[src/rtl/blkxfer_pkg.sv]
package blkxfer_pkg;

  localparam int ADDR_W = 16;

  // Signed two-bit step: 00 = hold, 01 = +1, 11 = -1
  typedef logic [1:0] step_t;
  localparam step_t STEP_HOLD = 2'b00;
  localparam step_t STEP_UP   = 2'b01;
  localparam step_t STEP_DOWN = 2'b11;

  typedef enum logic [2:0] {
    MODE_UP_UP    = 3'd0,
    MODE_DN_DN    = 3'd1,
    MODE_UP_HOLD  = 3'd2,
    MODE_SWING_UP = 3'd3,
    MODE_UP_SWING = 3'd4
  } mode_e;

  typedef enum logic [1:0] {
    ST_IDLE = 2'd0,
    ST_RD   = 2'd1,
    ST_WR   = 2'd2
  } state_e;

  typedef struct packed {
    step_t src_step;
    logic  src_swing;
    step_t dst_step;
    logic  dst_swing;
  } plan_t;

  // Starting steps and swing flags for each mode code
  function automatic plan_t decode_mode(input logic [2:0] code);
    plan_t p;
    p = '{src_step: STEP_UP, src_swing: 1'b0, dst_step: STEP_UP, dst_swing: 1'b0};
    case (mode_e'(code))
      MODE_DN_DN: begin
        p.src_step = STEP_DOWN;
        p.dst_step = STEP_DOWN;
      end
      MODE_UP_HOLD: p.dst_step = STEP_HOLD;
      MODE_SWING_UP: begin
        p.src_step  = STEP_HOLD;
        p.src_swing = 1'b1;
      end
      MODE_UP_SWING: p.dst_swing = 1'b1;
      default: ;
    endcase
    return p;
  endfunction

  // Address plus sign-extended step, wrapping at the address width
  function automatic logic [ADDR_W-1:0] apply_step(input logic [ADDR_W-1:0] a,
                                                   input step_t s);
    return a + {{(ADDR_W-2){s[1]}}, s};
  endfunction

  // Negate a step: +1 <-> -1, hold stays hold
  function automatic step_t flip_step(input step_t s);
    return step_t'(2'b00 - s);
  endfunction

endpackage

[src/rtl/blkxfer_ptr.sv]
module blkxfer_ptr
  import blkxfer_pkg::*;
(
  input  logic              clk,
  input  logic              rst_n,
  input  logic              load,
  input  logic [ADDR_W-1:0] load_addr,
  input  step_t             load_step,
  input  logic              load_swing,
  input  logic              advance,
  output logic [ADDR_W-1:0] addr
);

  step_t step_q;
  logic  swing_q;

  always_ff @(posedge clk) begin
    if (!rst_n) begin
      addr    <= '0;
      step_q  <= STEP_HOLD;
      swing_q <= 1'b0;
    end else if (load) begin
      addr    <= load_addr;
      step_q  <= load_step;
      swing_q <= load_swing;
    end else if (advance) begin
      addr <= apply_step(addr, step_q);
      if (swing_q) step_q <= flip_step(step_q);
    end
  end

endmodule

[src/rtl/blkxfer_ctrl.sv]
module blkxfer_ctrl
  import blkxfer_pkg::*;
#(
  parameter int LEN_W = 16
) (
  input  logic             clk,
  input  logic             rst_n,
  input  logic             start,
  input  logic [LEN_W-1:0] length,
  output logic             accept,
  output logic             phase_rd,
  output logic             phase_wr,
  output logic             last_byte,
  output logic             busy,
  output logic             done
);

  localparam int CNT_W = LEN_W + 1;
  localparam logic [CNT_W-1:0] FULL_CNT = CNT_W'(1) << LEN_W;
  localparam logic [CNT_W-1:0] ONE_CNT  = CNT_W'(1);

  state_e           state;
  logic [CNT_W-1:0] remain;

  assign accept    = start && (state == ST_IDLE);
  assign phase_rd  = (state == ST_RD);
  assign phase_wr  = (state == ST_WR);
  assign last_byte = phase_wr && (remain == ONE_CNT);
  assign busy      = (state != ST_IDLE);

  always_ff @(posedge clk) begin
    if (!rst_n) begin
      state  <= ST_IDLE;
      remain <= '0;
      done   <= 1'b0;
    end else begin
      done <= last_byte;
      case (state)
        ST_IDLE: if (accept) begin
          remain <= (length == '0) ? FULL_CNT : {1'b0, length};
          state  <= ST_RD;
        end
        ST_RD: state <= ST_WR;
        ST_WR: begin
          remain <= remain - ONE_CNT;
          state  <= last_byte ? ST_IDLE : ST_RD;
        end
        default: state <= ST_IDLE;
      endcase
    end
  end

endmodule

[src/rtl/blkxfer_cost.sv]
module blkxfer_cost #(
  parameter int COST_W    = 20,
  parameter int BYTE_COST = 6
) (
  input  logic              clk,
  input  logic              rst_n,
  input  logic              clear,
  input  logic              charge,
  output logic [COST_W-1:0] total
);

  localparam logic [COST_W-1:0] UNIT = COST_W'(BYTE_COST);

  always_ff @(posedge clk) begin
    if (!rst_n)      total <= '0;
    else if (clear)  total <= '0;
    else if (charge) total <= total + UNIT;
  end

endmodule

[src/rtl/blkxfer_engine.sv]
module blkxfer_engine
  import blkxfer_pkg::*;
#(
  parameter int LEN_W     = 16,
  parameter int DATA_W    = 8,
  parameter int COST_W    = 20,
  parameter int BYTE_COST = 6
) (
  input  logic              clk,
  input  logic              rst_n,
  input  logic              start,
  input  logic [2:0]        mode,
  input  logic [ADDR_W-1:0] src_addr,
  input  logic [ADDR_W-1:0] dst_addr,
  input  logic [LEN_W-1:0]  length,
  output logic              busy,
  output logic              done,
  output logic [ADDR_W-1:0] mem_addr,
  output logic              mem_rd,
  output logic              mem_wr,
  output logic [DATA_W-1:0] mem_wdata,
  input  logic [DATA_W-1:0] mem_rdata,
  output logic [COST_W-1:0] cost_cycles
);

  localparam int NPTR = 2;  // index 0 = source, 1 = destination

  plan_t plan;
  logic  accept;
  logic  phase_rd;
  logic  phase_wr;
  logic  xfer_last;

  logic [ADDR_W-1:0] ld_addr  [NPTR];
  step_t             ld_step  [NPTR];
  logic              ld_swing [NPTR];
  logic              adv      [NPTR];
  logic [ADDR_W-1:0] ptr_addr [NPTR];

  assign plan = decode_mode(mode);

  assign ld_addr[0]  = src_addr;
  assign ld_addr[1]  = dst_addr;
  assign ld_step[0]  = plan.src_step;
  assign ld_step[1]  = plan.dst_step;
  assign ld_swing[0] = plan.src_swing;
  assign ld_swing[1] = plan.dst_swing;
  assign adv[0]      = phase_rd;
  assign adv[1]      = phase_wr;

  blkxfer_ctrl #(.LEN_W(LEN_W)) u_ctrl (
    .clk       (clk),
    .rst_n     (rst_n),
    .start     (start),
    .length    (length),
    .accept    (accept),
    .phase_rd  (phase_rd),
    .phase_wr  (phase_wr),
    .last_byte (xfer_last),
    .busy      (busy),
    .done      (done)
  );

  for (genvar g = 0; g < NPTR; g++) begin : g_ptr
    blkxfer_ptr u_ptr (
      .clk        (clk),
      .rst_n      (rst_n),
      .load       (accept),
      .load_addr  (ld_addr[g]),
      .load_step  (ld_step[g]),
      .load_swing (ld_swing[g]),
      .advance    (adv[g]),
      .addr       (ptr_addr[g])
    );
  end

  blkxfer_cost #(.COST_W(COST_W), .BYTE_COST(BYTE_COST)) u_cost (
    .clk    (clk),
    .rst_n  (rst_n),
    .clear  (accept),
    .charge (phase_wr),
    .total  (cost_cycles)
  );

  assign mem_rd    = phase_rd;
  assign mem_wr    = phase_wr;
  assign mem_addr  = phase_wr ? ptr_addr[1] : ptr_addr[0];
  assign mem_wdata = mem_rdata;

endmodule

[config.mk]
export PLATFORM = sky130hd
export DESIGN_NAME = blkxfer_engine
export DESIGN_NICKNAME = d
export VERILOG_FILES = /design/src/rtl/blkxfer_pkg.sv /design/src/rtl/blkxfer_ptr.sv /design/src/rtl/blkxfer_ctrl.sv /design/src/rtl/blkxfer_cost.sv /design/src/rtl/blkxfer_engine.sv
export SDC_FILE = /design/constraint.sdc
export NUM_CORES = 1
export LEC_CHECK = 0
export ABC_AREA = 1
export ABC_CLOCK_PERIOD_IN_PS = 6000
export BUFFER_PORTS_ARGS = -buffer_cell sky130_fd_sc_hd__buf_4
export CAP_MARGIN = 15
export CORE_AREA = 4 4 115 106
export CTS_CLUSTER_SIZE = 10
export DETAILED_ROUTE_END_ITERATION = 10
export DIE_AREA = 0 0 119 110
export PLACE_DENSITY = 0.89
export SLEW_MARGIN = 10
export SYNTH_ARGS = -nofsm -noshare
export SYNTH_HDL_FRONTEND = slang
export SYNTH_SLANG_ARGS = --single-unit
[constraint.sdc]
create_clock -name clk -period 6 [get_ports clk]
set_input_delay 0.9 -clock clk [delete_from_list [all_inputs] [get_ports clk]]
set_output_delay 0.9 -clock clk [all_outputs]
set_load 0.05 [all_outputs]
==> flow_results.xml <==
<?xml version="1.0" encoding="UTF-8"?>
<metrics>
  <group name="logic_synthesis">
    <metric name="synth.ff_latch_count" unit="">77</metric>
    <metric name="synth_cell_types" unit="">40</metric>
    <metric name="synthesis.area_per_instance" unit="um^2">6.02</metric>
    <metric name="netlist_area" unit="mm^2">0.00590</metric>
    <metric name="synthFlopType" unit="">sky130_fd_sc_hd__dfxtp_1</metric>
    <metric name="synth_seq_area_share" unit="%">26.1</metric>
    <metric name="synth_edf_count" unit="">0</metric>
    <metric name="yosys_warnings" unit="">0</metric>
    <metric name="asyncSetResetFlopFracSynth" unit="%">0</metric>
    <metric name="synth_fp_nets" unit="">1076</metric>
    <metric name="post_synth_inst_count" unit="">979</metric>
  </group>
  <group name="worst_setup_path">
    <metric name="setup.worst_path.end_class" unit="">flip-flop</metric>
    <metric name="cp_max_fo" unit="">53</metric>
    <metric name="required_arrival_time_at_the_worst_endpoint" unit="ps">6190</metric>
    <metric name="startpoint_type_of_the_worst_setup_path" unit="">primary input</metric>
    <metric name="worst_path_max_delay_cell" unit="">sky130_fd_sc_hd__nor2_2</metric>
    <metric name="critical_path.cell_chain" unit="">buf_4, nand3_2, buf_4, inv_2, nor2_2, inv_2, o21ai_0, inv_1, nand2_1, a21oi_1</metric>
    <metric name="setup.worst_path.class" unit="">primary input to flip-flop</metric>
    <metric name="cp.arrival" unit="ps">3510</metric>
    <metric name="length_in_cells_of_the_worst_reg_to_reg_path" unit="">10</metric>
    <metric name="critical-path-top-delay-family" unit="">buffers and inverters</metric>
    <metric name="critical_path_cell_count" unit="">10</metric>
    <metric name="critPathMaxStageDelay" unit="ps">730</metric>
    <metric name="crit_buf_inv" unit="">5</metric>
  </group>
  <group name="floorplan">
    <metric name="die_height" unit="um">110</metric>
    <metric name="core_area" unit="mm^2">0.0109</metric>
    <metric name="core.rowCount" unit="">36</metric>
    <metric name="die_width" unit="um">119</metric>
    <metric name="fp.dieArea" unit="mm^2">0.0131</metric>
    <metric name="initial_utilization" unit="%">54.3</metric>
    <metric name="io-pin-count" unit="">110</metric>
  </group>
  <group name="clock_network">
    <metric name="hold_buffers" unit="">0</metric>
    <metric name="clk_tree_root_cell" unit="">sky130_fd_sc_hd__clkbuf_16</metric>
    <metric name="cts_inserted_buffers" unit="">9</metric>
    <metric name="bufs_on_longest_clock_path" unit="">2</metric>
    <metric name="clock_sink_count" unit="">77</metric>
    <metric name="cts_setup_buffers" unit="">0</metric>
    <metric name="post_cts_resize_count" unit="">0</metric>
    <metric name="clock_tree_from_tritoncts" unit="">built</metric>
    <metric name="cts.htree.levels" unit="">3</metric>
    <metric name="clk_latency" unit="ps">350</metric>
    <metric name="clk_transition_reported_paths" unit="ps">60</metric>
  </group>
  <group name="job">
    <metric name="max_cap_viol_count" unit="">0</metric>
  </group>
  <group name="grt">
    <metric name="first_global_vias" unit="">5706</metric>
    <metric name="global_route.usage.total" unit="%">25.0</metric>
    <metric name="first_pass_grt_wire_length" unit="um">27000</metric>
    <metric name="grt_max_degree" unit="">54</metric>
    <metric name="grt-ovfl-total" unit="">0</metric>
    <metric name="antenna_violations_before_repair" unit="">0</metric>
  </group>
  <group name="timing">
    <metric name="tightestPinTransition" unit="ps">831</metric>
    <metric name="portion_of_the_clock_cycle_consumed_by_the_worst_path_in_the_final_layout" unit="%">55.3</metric>
    <metric name="setup_violations" unit="">0</metric>
    <metric name="drv_slew" unit="">0</metric>
    <metric name="timing_hold_violations_final" unit="">0</metric>
    <metric name="fin_setup_tns" unit="ps">0</metric>
    <metric name="slew-limit-headroom" unit="%">44.5</metric>
    <metric name="holdWs" unit="ps">477</metric>
    <metric name="max_freq" unit="GHz">0.302</metric>
    <metric name="clock-skew-final" unit="ps">10.3</metric>
    <metric name="timing.final.crit_period" unit="ps">3320</metric>
    <metric name="rsz0062_at_grt" unit="">false</metric>
  </group>
  <group name="layout">
    <metric name="drive_above_1_share" unit="%">12.5</metric>
    <metric name="design.final.nets" unit="">1145</metric>
    <metric name="flow.area_growth_from_synthesis" unit="%">17.2</metric>
    <metric name="diodes" unit="">0</metric>
    <metric name="mostFrequentLayoutCells" unit="">328 x sky130_fd_sc_hd__nand2_1, 146 x sky130_fd_sc_hd__inv_1, 93 x sky130_fd_sc_hd__buf_4, 77 x sky130_fd_sc_hd__dfxtp_1, 67 x sky130_fd_sc_hd__nor2_1</metric>
    <metric name="final_common_cell" unit="">sky130_fd_sc_hd__nand2_1</metric>
  </group>
  <group name="outcome">
    <metric name="run_status" unit="">complete, no violations</metric>
  </group>
  <group name="place">
    <metric name="port_buffers" unit="">92</metric>
    <metric name="hpwl_after_dpl" unit="um">12300</metric>
    <metric name="gpl.final_weighted_congestion" unit="">0.976</metric>
  </group>
  <group name="power_and_ir_drop">
    <metric name="p_per_area" unit="mW/mm^2">245</metric>
    <metric name="p_leak" unit="nW">3.55</metric>
    <metric name="design_power_total" unit="mW">1.69</metric>
    <metric name="vdd_ir_drop_max" unit="mV">0.144</metric>
  </group>
  <group name="drt">
    <metric name="vias_per_cell" unit="">5.30</metric>
    <metric name="wl_per_cell" unit="um">13.6</metric>
    <metric name="postRouteAntennaNets" unit="">0</metric>
    <metric name="drc_errors" unit="">0</metric>
    <metric name="drt-pass1-iter-count" unit="">5</metric>
    <metric name="drt-total-wl" unit="um">16400</metric>
    <metric name="dr.first_iter.drc_count" unit="">630</metric>
    <metric name="route.vias.total" unit="">6382</metric>
  </group>
  <group name="hold_path">
    <metric name="worst_hold_path_type" unit="">flip-flop to flip-flop</metric>
    <metric name="min_path_cells" unit="">2</metric>
  </group>
</metrics>
[per-stage QoR]
step	setup slack, ps	utilization (%)	area [um^2]	cells
finish	2680	63.7	6910	1205
global route	2430	63.7	6910	1205
CTS	2760	63.7	6910	1205
detailed placement	2440	60.9	6610	1189
global placement	2530	60.9	6610	1189
floorplan	3320	-	5900	979
[registers in the layout, indices dropped and copies added (netlist names)]
name                 count
g_ptr.u_ptr.swing_q      2
u_ctrl.done              1
u_ctrl.state             2
g_ptr.u_ptr.step_q       4
u_ctrl.remain           17
g_ptr.u_ptr.addr        32
u_cost.total            19
[report_power, final]
part | leakage, nW | switching (mW) | total, mW | internal (mW)
Combinational | 2.77 | 0.347 | 0.532 | 0.185
Clock | 0.149 | 0.233 | 0.561 | 0.329
Sequential | 0.631 | 0.0487 | 0.602 | 0.553
[worst reg2reg max path: stages, from the launching register on]
cell and delay [ps]:
sky130_fd_sc_hd__dfxtp_1 390, sky130_fd_sc_hd__inv_1 90, sky130_fd_sc_hd__nand3_2 70, sky130_fd_sc_hd__buf_4 440, sky130_fd_sc_hd__inv_2 420, sky130_fd_sc_hd__nor2_2 740, sky130_fd_sc_hd__inv_2 400, sky130_fd_sc_hd__o21ai_0 230
sky130_fd_sc_hd__inv_1 80, sky130_fd_sc_hd__nand2_1 80, sky130_fd_sc_hd__a21oi_1 60
[final cells by class]
type / instances / area (um^2)
Multi-Input combinational cell: 716 / 3610
Clock inverter: 7 / 80.1
Tap cell: 152 / 190
Sequential cell: 77 / 1540
Clock buffer: 9 / 225
Timing Repair Buffer: 93 / 698
Inverter: 151 / 567
Fill cell: 1004 / 3940
[cell families (layout without fill, tap and decap cells)]
group / count (synthesis) / after routing / share of synthesized area, %
AO/OA/AOI/OAI: 160 / 160 / 14.6
AND/OR/NAND/NOR: 497 / 497 / 35.5
other: 1 / 1 / 0.0636
flip-flops: 77 / 77 / 26.1
adder cells (fa/ha/maj): 35 / 35 / 7.68
buffers and inverters: 186 / 260 / 12.6
XOR/XNOR: 23 / 23 / 3.42
[path summary, 6_finish.rpt]
path | from | end | slack, ps
setup / recovery | start | g_ptr[1].u_ptr.addr[9] | 2680
hold / removal | g_ptr[0].u_ptr.swing_q | g_ptr[0].u_ptr.swing_q | 480
setup reg to reg | u_ctrl.state[1] | g_ptr[1].u_ptr.addr[9] | 2870
hold reg to reg | g_ptr[0].u_ptr.swing_q | g_ptr[0].u_ptr.swing_q | 480
[synth_stat cells (2+ instances only)]
cell type / instances / area [um^2]
sky130_fd_sc_hd__nor2_4: 2 / 22.5
sky130_fd_sc_hd__nand3_2: 3 / 30.0
sky130_fd_sc_hd__dfxtp_1: 77 / 1540
sky130_fd_sc_hd__nor3_1: 12 / 60.1
sky130_fd_sc_hd__o221ai_1: 2 / 17.5
sky130_fd_sc_hd__buf_4: 10 / 75.1
sky130_fd_sc_hd__a211oi_1: 2 / 15.0
sky130_fd_sc_hd__nand3b_1: 4 / 30.0
sky130_fd_sc_hd__buf_1: 5 / 18.8
sky130_fd_sc_hd__ha_1: 33 / 413
sky130_fd_sc_hd__nand2_1: 328 / 1230
sky130_fd_sc_hd__nand3_1: 53 / 265
sky130_fd_sc_hd__o21ai_0: 61 / 305
sky130_fd_sc_hd__buf_2: 7 / 35.0
sky130_fd_sc_hd__inv_2: 5 / 18.8
sky130_fd_sc_hd__nor3_2: 2 / 20.0
sky130_fd_sc_hd__clkbuf_1: 13 / 48.8
sky130_fd_sc_hd__o211ai_1: 2 / 15.0
sky130_fd_sc_hd__nor2_1: 67 / 251
sky130_fd_sc_hd__a21oi_1: 65 / 325
sky130_fd_sc_hd__o22ai_1: 5 / 31.3
sky130_fd_sc_hd__fa_1: 2 / 40.0
sky130_fd_sc_hd__nor4_1: 5 / 31.3
sky130_fd_sc_hd__xnor2_1: 8 / 70.1
sky130_fd_sc_hd__xor2_1: 15 / 131
sky130_fd_sc_hd__a31oi_1: 19 / 119
sky130_fd_sc_hd__inv_1: 146 / 548
sky130_fd_sc_hd__nor2_2: 3 / 18.8
sky130_fd_sc_hd__nand4_1: 8 / 50.1
sky130_fd_sc_hd__or2_2: 5 / 31.3
[layer usage]
| layer | wire length [um] | GRT usage [%] | up-vias |
|---|---|---|---|
| met5 | 0 | 0 | - |
| met1 | 7480 | 35.3 | 2796 |
| met4 | 528 | 10.0 | 0 |
| li1 | - | - | 3241 |
| met2 | 7040 | 38.3 | 298 |
| met3 | 1360 | 3.98 | 47 |
Power figures use the tool's default switching activity.
